===== config.mk =====
export PLATFORM = sky130hd
export DESIGN_NAME = tx_tag_queue
export DESIGN_NICKNAME = d
export VERILOG_FILES = /design/src/rtl/tq_pkg.sv /design/src/rtl/tq_arm.sv /design/src/rtl/tq_ctrl.sv /design/src/rtl/tq_store.sv /design/src/rtl/tx_tag_queue.sv
export SDC_FILE = /design/constraint.sdc
export NUM_CORES = 1
export LEC_CHECK = 0
export BUFFER_PORTS_ARGS = -buffer_cell sky130_fd_sc_hd__buf_2
export CELL_PAD_IN_SITES_DETAIL_PLACEMENT = 0
export CELL_PAD_IN_SITES_GLOBAL_PLACEMENT = 1
export CORE_MARGIN = 1
export CORE_UTILIZATION = 35
export DETAILED_ROUTE_END_ITERATION = 8
export PLACE_DENSITY_LB_ADDON = 0.1
export SYNTH_ARGS = -nofsm -noshare
export SYNTH_HDL_FRONTEND = slang
export SYNTH_SLANG_ARGS = --single-unit

===== constraint.sdc =====
create_clock -name clk -period 3.9 [get_ports clk]
set_clock_uncertainty 0.2 [all_clocks]
set_input_delay 0.585 -clock clk [delete_from_list [all_inputs] [get_ports clk]]
set_output_delay 0.585 -clock clk [all_outputs]
set_load 0.02 [all_outputs]

===== src/rtl/tq_pkg.sv =====
package tq_pkg;

    typedef enum logic [1:0] {
        Q_EMPTY   = 2'd0,
        Q_PARTIAL = 2'd1,
        Q_FULL    = 2'd2
    } occ_state_e;

    typedef struct packed {
        logic eop;
        logic abort;
    } tag_t;

endpackage


===== src/rtl/tq_arm.sv =====
module tq_arm
    import tq_pkg::*;
(
    input  logic clk,
    input  logic rst_n,
    input  logic flush,
    input  logic wr_en,
    input  logic arm_eop,
    input  logic arm_abort,
    output tag_t wr_tag,
    output tag_t armed
);

    tag_t armed_q;

    always_comb begin
        wr_tag.eop   = armed_q.eop   | arm_eop;
        wr_tag.abort = armed_q.abort | arm_abort;
        armed        = armed_q;
    end

    always_ff @(posedge clk or negedge rst_n) begin
        if (!rst_n) begin
            armed_q <= '0;
        end else if (flush) begin
            armed_q <= '0;
        end else if (wr_en) begin
            armed_q <= '0;
        end else begin
            armed_q.eop   <= armed_q.eop   | arm_eop;
            armed_q.abort <= armed_q.abort | arm_abort;
        end
    end

endmodule


===== src/rtl/tq_ctrl.sv =====
module tq_ctrl
    import tq_pkg::*;
#(
    parameter int unsigned DEPTH = 19,
    parameter int unsigned PTR_W = $clog2(DEPTH),
    parameter int unsigned CNT_W = $clog2(DEPTH + 1)
) (
    input  logic             clk,
    input  logic             rst_n,
    input  logic             flush,
    input  logic             wr_en,
    input  logic             rd_ready,
    output logic             slot_we,
    output logic [PTR_W-1:0] waddr,
    output logic [PTR_W-1:0] raddr,
    output logic [CNT_W-1:0] count,
    output logic             empty,
    output logic             full,
    output logic             rd_valid
);

    localparam logic [PTR_W-1:0] LAST_PTR  = PTR_W'(DEPTH - 1);
    localparam logic [CNT_W-1:0] NEAR_FULL = CNT_W'(DEPTH - 1);
    localparam logic [CNT_W-1:0] ONE       = CNT_W'(1);

    occ_state_e       state_q, state_d;
    logic [CNT_W-1:0] count_q, count_d;
    logic [PTR_W-1:0] head_q, head_d;
    logic [PTR_W-1:0] tail_q, tail_d;
    logic             wr_act, pop_act, overwrite, append;
    logic [PTR_W-1:0] head_nx, tail_nx, tail_pv;

    always_comb begin
        wr_act    = wr_en && !flush;
        pop_act   = rd_ready && (state_q != Q_EMPTY) && !flush;
        overwrite = wr_act && (state_q == Q_FULL) && !pop_act;
        append    = wr_act && !overwrite;
        head_nx   = (head_q == LAST_PTR) ? '0 : head_q + PTR_W'(1);
        tail_nx   = (tail_q == LAST_PTR) ? '0 : tail_q + PTR_W'(1);
        tail_pv   = (tail_q == '0) ? LAST_PTR : tail_q - PTR_W'(1);
    end

    // next-state logic
    always_comb begin
        state_d = state_q;
        unique case (state_q)
            Q_EMPTY: begin
                if (wr_act) state_d = Q_PARTIAL;
            end
            Q_PARTIAL: begin
                if (append && !pop_act && count_q == NEAR_FULL)
                    state_d = Q_FULL;
                else if (pop_act && !append && count_q == ONE)
                    state_d = Q_EMPTY;
            end
            Q_FULL: begin
                if (pop_act && !wr_act) state_d = Q_PARTIAL;
            end
            default: state_d = Q_EMPTY;
        endcase
        if (flush) state_d = Q_EMPTY;
    end

    // datapath next values
    always_comb begin
        count_d = count_q;
        head_d  = head_q;
        tail_d  = tail_q;
        if (flush) begin
            count_d = '0;
            head_d  = '0;
            tail_d  = '0;
        end else begin
            if (append && !pop_act) count_d = count_q + ONE;
            if (pop_act && !append) count_d = count_q - ONE;
            if (pop_act)            head_d  = head_nx;
            if (append)             tail_d  = tail_nx;
        end
    end

    // state register
    always_ff @(posedge clk or negedge rst_n) begin
        if (!rst_n) begin
            state_q <= Q_EMPTY;
            count_q <= '0;
            head_q  <= '0;
            tail_q  <= '0;
        end else begin
            state_q <= state_d;
            count_q <= count_d;
            head_q  <= head_d;
            tail_q  <= tail_d;
        end
    end

    // outputs
    always_comb begin
        empty    = (state_q == Q_EMPTY);
        full     = (state_q == Q_FULL);
        rd_valid = (state_q != Q_EMPTY);
        count    = count_q;
        raddr    = head_q;
        slot_we  = wr_act;
        waddr    = overwrite ? tail_pv : tail_q;
    end

endmodule


===== src/rtl/tq_store.sv =====
module tq_store
    import tq_pkg::*;
#(
    parameter int unsigned DEPTH  = 19,
    parameter int unsigned DATA_W = 8,
    parameter int unsigned PTR_W  = $clog2(DEPTH)
) (
    input  logic              clk,
    input  logic              rst_n,
    input  logic              we,
    input  logic [PTR_W-1:0]  waddr,
    input  logic [DATA_W-1:0] wdata,
    input  tag_t              wtag,
    input  logic [PTR_W-1:0]  raddr,
    output logic [DATA_W-1:0] rdata,
    output tag_t              rtag
);

    logic [DATA_W-1:0] data_q [DEPTH];
    tag_t              tag_q  [DEPTH];

    for (genvar i = 0; i < DEPTH; i++) begin : g_slot
        always_ff @(posedge clk or negedge rst_n) begin
            if (!rst_n) begin
                data_q[i] <= '0;
                tag_q[i]  <= '0;
            end else if (we && waddr == PTR_W'(i)) begin
                data_q[i] <= wdata;
                tag_q[i]  <= wtag;
            end
        end
    end

    always_comb begin
        rdata = data_q[raddr];
        rtag  = tag_q[raddr];
    end

endmodule


===== src/rtl/tx_tag_queue.sv =====
module tx_tag_queue
    import tq_pkg::*;
#(
    parameter int unsigned DEPTH  = 19,
    parameter int unsigned DATA_W = 8,
    localparam int unsigned PTR_W = $clog2(DEPTH),
    localparam int unsigned CNT_W = $clog2(DEPTH + 1)
) (
    input  logic              clk,
    input  logic              rst_n,
    input  logic              wr_en,
    input  logic [DATA_W-1:0] wr_data,
    input  logic              arm_eop,
    input  logic              arm_abort,
    input  logic              flush,
    output logic              rd_valid,
    input  logic              rd_ready,
    output logic [DATA_W-1:0] rd_data,
    output logic              rd_eop,
    output logic              rd_abort,
    output logic              empty,
    output logic              full,
    output logic [CNT_W-1:0]  count
);

    tag_t             wr_tag_w, armed_w, rd_tag_w;
    logic             slot_we_w;
    logic [PTR_W-1:0] waddr_w, raddr_w;

    tq_arm u_arm (
        .clk       (clk),
        .rst_n     (rst_n),
        .flush     (flush),
        .wr_en     (wr_en),
        .arm_eop   (arm_eop),
        .arm_abort (arm_abort),
        .wr_tag    (wr_tag_w),
        .armed     (armed_w)
    );

    tq_ctrl #(.DEPTH(DEPTH), .PTR_W(PTR_W), .CNT_W(CNT_W)) u_ctrl (
        .clk      (clk),
        .rst_n    (rst_n),
        .flush    (flush),
        .wr_en    (wr_en),
        .rd_ready (rd_ready),
        .slot_we  (slot_we_w),
        .waddr    (waddr_w),
        .raddr    (raddr_w),
        .count    (count),
        .empty    (empty),
        .full     (full),
        .rd_valid (rd_valid)
    );

    tq_store #(.DEPTH(DEPTH), .DATA_W(DATA_W), .PTR_W(PTR_W)) u_store (
        .clk   (clk),
        .rst_n (rst_n),
        .we    (slot_we_w),
        .waddr (waddr_w),
        .wdata (wr_data),
        .wtag  (wr_tag_w),
        .raddr (raddr_w),
        .rdata (rd_data),
        .rtag  (rd_tag_w)
    );

    always_comb begin
        rd_eop   = rd_tag_w.eop;
        rd_abort = rd_tag_w.abort;
    end

endmodule


# Word-level counts from Yosys, hierarchy flattened
# Index checks and enable logic that the tools add are counted.
[word_totals]
ff_bits = 209
inputBits = 15
output_inout_bits = 18
[op_classes]
addsub = 5
order_cmp = 1
eq_ne = 27
mux = 25
n_bitwise = 3
reduce_logical = 43
[op_table]
columns = ["op", "count"]
rows = [
  ["$mux 5", 11],
  ["$bmux 8 s5", 1],
  ["$eq 5x4->1 const B", 8],
  ["$eq 5x5->1 const B", 6],
  ["$logic_and 1x1->1", 30],
  ["$eq 5x3->1 const B", 4],
  ["$mux 2", 9],
  ["$mux 8", 2],
  ["$add 5x1->5 const B", 3],
  ["$bmux 2 s5", 1],
  ["$eq 5x1->1 const B", 2],
  ["$eq 5x2->1 const B", 2],
  ["$logic_not 5->1", 2],
  ["$sub 5x1->5 const B", 2],
  ["$ge 6x6->1 const B", 1],
  ["$ne 3x2->1 const B", 2],
  ["$not 5->6", 1],
  ["$pmux 2 s3", 1],
  ["$reduce_bool 2->1", 3],
  ["$logic_not 1->1", 5],
  ["$ne 4x2->1 const B", 1],
  ["$reduce_and 3->1", 1],
  ["$reduce_bool 3->1", 1],
  ["$eq 2x1->1 const B", 1],
  ["other kinds (3)", 4],
]

# Depth between registers and ports, before layout
[depth]
ltp_word = 14
ltp_mapped = 9

# Cells and area by module
# From an unflattened synthesis, not the netlist that was laid out.
[hier_totals]
hier_cells = 738
hier_area_um2 = 10261.1
[by_module_without_submodules]
columns = ["module", "n_inst", "cells_per_inst", "area_each_um2", "seq_area_each_um2"]
rows = [
  ["tq_store", 1, 578, 8827.2, 4754.6],
  ["tq_ctrl", 1, 154, 1356.3, 425.4],
  ["tq_arm", 1, 6, 77.6, 50.0],
]

# Worst setup path before layout
# No wires, ideal clock.
[synth_timing]
path_type = "register to register"
start = "register u_ctrl.tail_q[1]"
end = "register u_store.data_q[32] (netlist bit)"
setup_time_ns = 0.125
arrival_time_ns = 2.796
required_ns = 3.575
slack_ns = 0.779
stages_incl_launch_ff = 9
synth_period_minus_slack_ns = 3.121
path_cell_list = "dfrtp_1 > clkbuf_1 > inv_1 > ha_1 > or3b_1 > xor2_1 > a41oi_2 > nor2_2 > mux2_2"
[synth_between]
elab_chain_len = 5
elab_cells_between_ends = 6
classes_between = "add/sub: 1; eq/ne: 1; mux: 2; reduce/logical: 2"
[synth_rtl]
columns = ["item", "line", "rtl"]
rows = [
  ["start, declared", "tq_ctrl.sv:29", "logic [PTR_W-1:0] tail_q, tail_d;"],
  ["start signal, assigned", "tq_ctrl.sv:92", "tail_q <= tail_d;"],
  ["$sub 5x1->5 / $logic_not 5->1 (equally long branches)", "tq_ctrl.sv:40", "tail_pv = (tail_q == '0) ? LAST_PTR : tail_q - PTR_W'(1);"],
  ["$mux 5", "tq_ctrl.sv:40", ""],
  ["$mux 5 (*)", "tq_ctrl.sv:104", "waddr = overwrite ? tail_pv : tail_q;"],
  ["$eq 5x4->1 (*)", "tq_store.sv:27", "end else if (we && waddr == PTR_W'(i)) begin"],
  ["$logic_and 1x1->1 (*)", "tq_store.sv:27", ""],
  ["end signal, assigned by index", "tq_store.sv:28", "data_q[i] <= wdata;"],
  ["end, declared", "tq_store.sv:19", "logic [DATA_W-1:0] data_q [DEPTH];"],
]
# Every way passes the cells marked *; elsewhere a longest branch is shown, timed or not.
# A chain may end at the register's enable or synchronous reset.

# Worst setup path after layout
[layout_timing]
start = "register u_ctrl.head_q[0], in the netlist u_ctrl.raddr[0]"
end = "output rd_data[1]"
[layout_between]
elab_chain_len = 4
[layout_rtl]
columns = ["item", "line", "rtl"]
rows = [
  ["start, declared", "tq_ctrl.sv:28", "logic [PTR_W-1:0] head_q, head_d;"],
  ["start signal, assigned", "tq_ctrl.sv:86", "head_q <= '0;"],
  ["start signal, assigned", "tq_ctrl.sv:91", "head_q <= head_d;"],
  ["$not 5->6 (implied by the code)", "tq_store.sv:35", "rdata = data_q[raddr];"],
  ["$bmux 8 s5", "tq_store.sv:35", ""],
  ["$mux 8 (implied by the code) (2 in series)", "tq_store.sv:35", ""],
  ["end, declared", "tx_tag_queue.sv:18", "output logic [DATA_W-1:0] rd_data,"],
]
# No other way between the ends. The select of a mux whose other input is x is not followed.

==> metrics.md <==
| Metric | Value |
|---|---|
| Outcome | `completed` |
| Worst Hold Margin | `0.184 ns` |
| Post-CTS setup buffers | `0` |
| Root Buffer | `clkbuf_16` |
| DRC | `0` |
| CP Cell Sequence | `buf_12 -> mux4_2 -> mux2i_1 -> o21ai_0 -> o31a_1 -> buf_2` |
| Setup Viol. Count Final | `0` |
| Pwr per Cell Area | `448 mW/mm2` |
| Die X | `175 um` |
| Starting Density | `36.0%` |
| Critical path class | `reg2out` |
| Hold Crit Class | `in2reg` |
| Initial DRT Pass Iterations | `4` |
| TritonCTS clock tree | `done` |
| Flops & latches, synth | `209` |
| Post-synth EDFFs | `0` |
| DR WL/cell | `22.5 um` |
| Port Buffer Count | `32` |
| Hold worst-path end | `u_arm.armed[1]` |
| First-pass GRT wire length | `43100 um` |
| RSZ-0062 raised after global routing | `no` |
| Yosys warns | `0` |
| Layout cells sized above 1 | `42.6%` |
| Hold depth | `3` |
| Startpoint types | `register` |
| Slowest-stage cell, CP | `dfrtp_4` |
| Clock period minus worst slack | `3.65 ns` |
| Total global-route track usage | `18.4%` |
| Die Y | `175 um` |
| Post-Syn Nets | `804` |
| H-tree Lvls | `1` |
| Main synth FF type | `dfrtp_1` |
| Cell count after synthesis | `780` |
| Crit-path max FO | `23` |
| Rel. slew slack | `50.0%` |
| Required time of the critical path | `3.12 ns` |
| Max Cap Viol | `0` |
| Multiplexer share of the synthesized area | `31.1%` |
| Slowest stage delay, CP | `0.72 ns` |
| Post-synthesis adder-cell area fraction | `1.08%` |
| Die area | `0.0305 mm2` |
| Placed cell areas | `0.0110 mm2` |
| Avg Cell Area, Syn | `13.4 um2` |
| Final Cycle Share | `93.6%` |
| R2r setup slk | `0.28 ns` |
| Antenna violations before repair | `0` |
| Row cnt | `62` |
| Clock transition at path regs | `0.06 ns` |
| Area of the mapped netlist | `0.0104 mm2` |
| Starting DRC count in detailed routing | `339` |
| Clock latency on the worst-skew pair | `0.52 ns` |
| Fmax | `274 MHz` |
| I/O Pins | `33` |
| Antenna-violating nets left | `0` |
| Final hold violations | `0` |
| Leakage | `5.33 nW` |
| CTS max path bufs | `3` |
| Post-synthesis sequential area ratio | `50.1%` |
| Xor/xnor share of the synthesized area | `0.419%` |
| Fin Setup TNS | `0 ns` |
| GP Congestion | `0.794` |
| Dominant combinational cell family by area after synthesis | `multiplexers` |
| Peak VDD IR | `0.000329 V` |
| Worst-Margin Slew | `0.741 ns` |
| Drt total wl | `27100 um` |
| Worst hold start | `arm_eop` |
| CP Data Arrival Time | `2.86 ns` |
| Area Overhead vs Synth | `14.0%` |
| Reg2Reg Depth | `7` |
| Clock buffer count from CTS | `25` |
| Drt via density | `5.42` |
| Synth unique cells | `69` |
| Layout Nets | `828` |
| Design Area, Final | `0.0119 mm2` |
| Final Max Tran Viols | `0` |
| Simple-gate share of the synthesized area | `7.68%` |
| Vias | `6540` |
| Post-DP HPWL | `18300 um` |
| Core Area | `0.0290 mm2` |
| Sink Count | `209` |
| Global route total overflow | `0` |
| Largest net degree at the start of global routing | `75` |
| Post-synth ARST share | `100%` |
| Antenna Cells | `0` |
| Vias in the first global route | `6994` |
| Synth Area in Compound Gates | `6.71%` |
| Worst reg2reg startpoint | `u_ctrl.tail_q[1]` |
| Worst Setup End Kind | `output pin` |
| Capturing point of the worst reg2reg path | `u_store.data_q[130]` |
-- routing by layer --
metal	vias up	track usage, %	routed length, um
li1	2932	-	-
met1	3449	26.9	13000
met2	115	28.8	12500
met3	44	2.00	844
met4	0	5.54	797
met5	-	0	0
-- power breakdown --
group / switching, W / leakage [nW] / internal [W]
logic: 0.000317 / 2.08 / 0.000263
registers: 0.0000845 / 2.84 / 0.00229
clock network: 0.000941 / 0.415 / 0.00143
total: 0.00134 / 5.33 / 0.00399
-- final cells by class --
class                   count  area (um2)
well taps                 384         480
clock inverters            12         138
repair buffers             56         389
inverters                  11        41.3
flip-flops and latches    209        5240
multi-input cells         501        4910
clock buffers              33         716
fillers                  2714       17100
-- through the flow --
| step | utilization [%] | std cells | setup WS, ns | total power [W] |
|---|---|---|---|---|
| after floorplan | - | 780 | 0.779 | 0.00279 |
| after global placement | 38.1 | 1160 | 0.348 | 0.00298 |
| after detailed placement | 38.1 | 1160 | 0.302 | 0.00300 |
| after CTS | 41.0 | 1206 | 0.131 | 0.00542 |
| after global routing | 41.1 | 1206 | 0.0314 | 0.00557 |
| final | 41.1 | 1206 | 0.250 | 0.00533 |
-- layout by cell type (no fill, tap or decap), types with 9 or more instances in the layout --
master     instances
buf_2             31
nor2_1            30
mux2_2           176
clkbuf_16         25
mux2_1            13
inv_1             10
o21ai_0           33
ha_1               9
nand2_1           27
a21oi_1           13
nor2b_1           13
dfrtp_1          206
buf_4             20
mux4_2            40
mux2i_1           22
-- synth_stat cells, drive strengths merged, types with 9 or more instances --
master,count,area [um2]
buf,29,153
clkbuf,30,114
ha,9,113
a21oi,13,65.1
nand2,27,101
inv,10,37.5
o21ai,33,165
nor2b,14,87.6
mux2i,22,220
nor2,44,248
dfrtp,209,5230
mux2,189,2130
mux4,40,901
-- flip-flops by register name (all words and copies together) (netlist names) --
register	cells
u_arm.armed	2
u_ctrl.count	5
u_ctrl.raddr	5
u_ctrl.state_q	2
u_ctrl.tail_q	5
u_store.data_q	152
u_store.tag_q	38
-- logic make-up after synthesis --
kind of cell,Yosys count
multiplexers,251
flip-flops,209
buffers and inverters,70
adder cells (fa/ha/maj),9
AO/OA/AOI/OAI,98
AND/OR/NAND/NOR,138
XOR/XNOR,5
-- how the worst max path moves through the flow --
| stage | start | end | slack, ns | cells after the start |
|---|---|---|---|---|
| finish | u_ctrl.raddr[0] | rd_data[1] | 0.25 | 6 |
| floorplan | u_ctrl.tail_q[1] | u_store.data_q[32] | 0.78 | 8 |
| CTS | u_ctrl.raddr[0] | rd_eop | 0.13 | 5 |
| detailed placement | u_ctrl.tail_q[1] | u_store.data_q[135] | 0.30 | 7 |
| global route | u_ctrl.raddr[0] | rd_data[1] | 0.03 | 6 |
| global placement | u_ctrl.tail_q[1] | u_store.data_q[130] | 0.35 | 7 |
-- critical path, delay by kind of cell, from the launching register on --
kind | cells | cell delay, ns
multiplexers | 2 | 0.84
buffers and inverters | 2 | 0.45
AO/OA/AOI/OAI | 2 | 0.31
flip-flops | 1 | 0.72
-- repair_timing --
item                       CTS  global route
hold buffers                 1             0
hold endpoints to repair    71             0
setup endpoints to repair    0             2
gates resized for setup      0             1
Power figures use the tool's default switching activity.
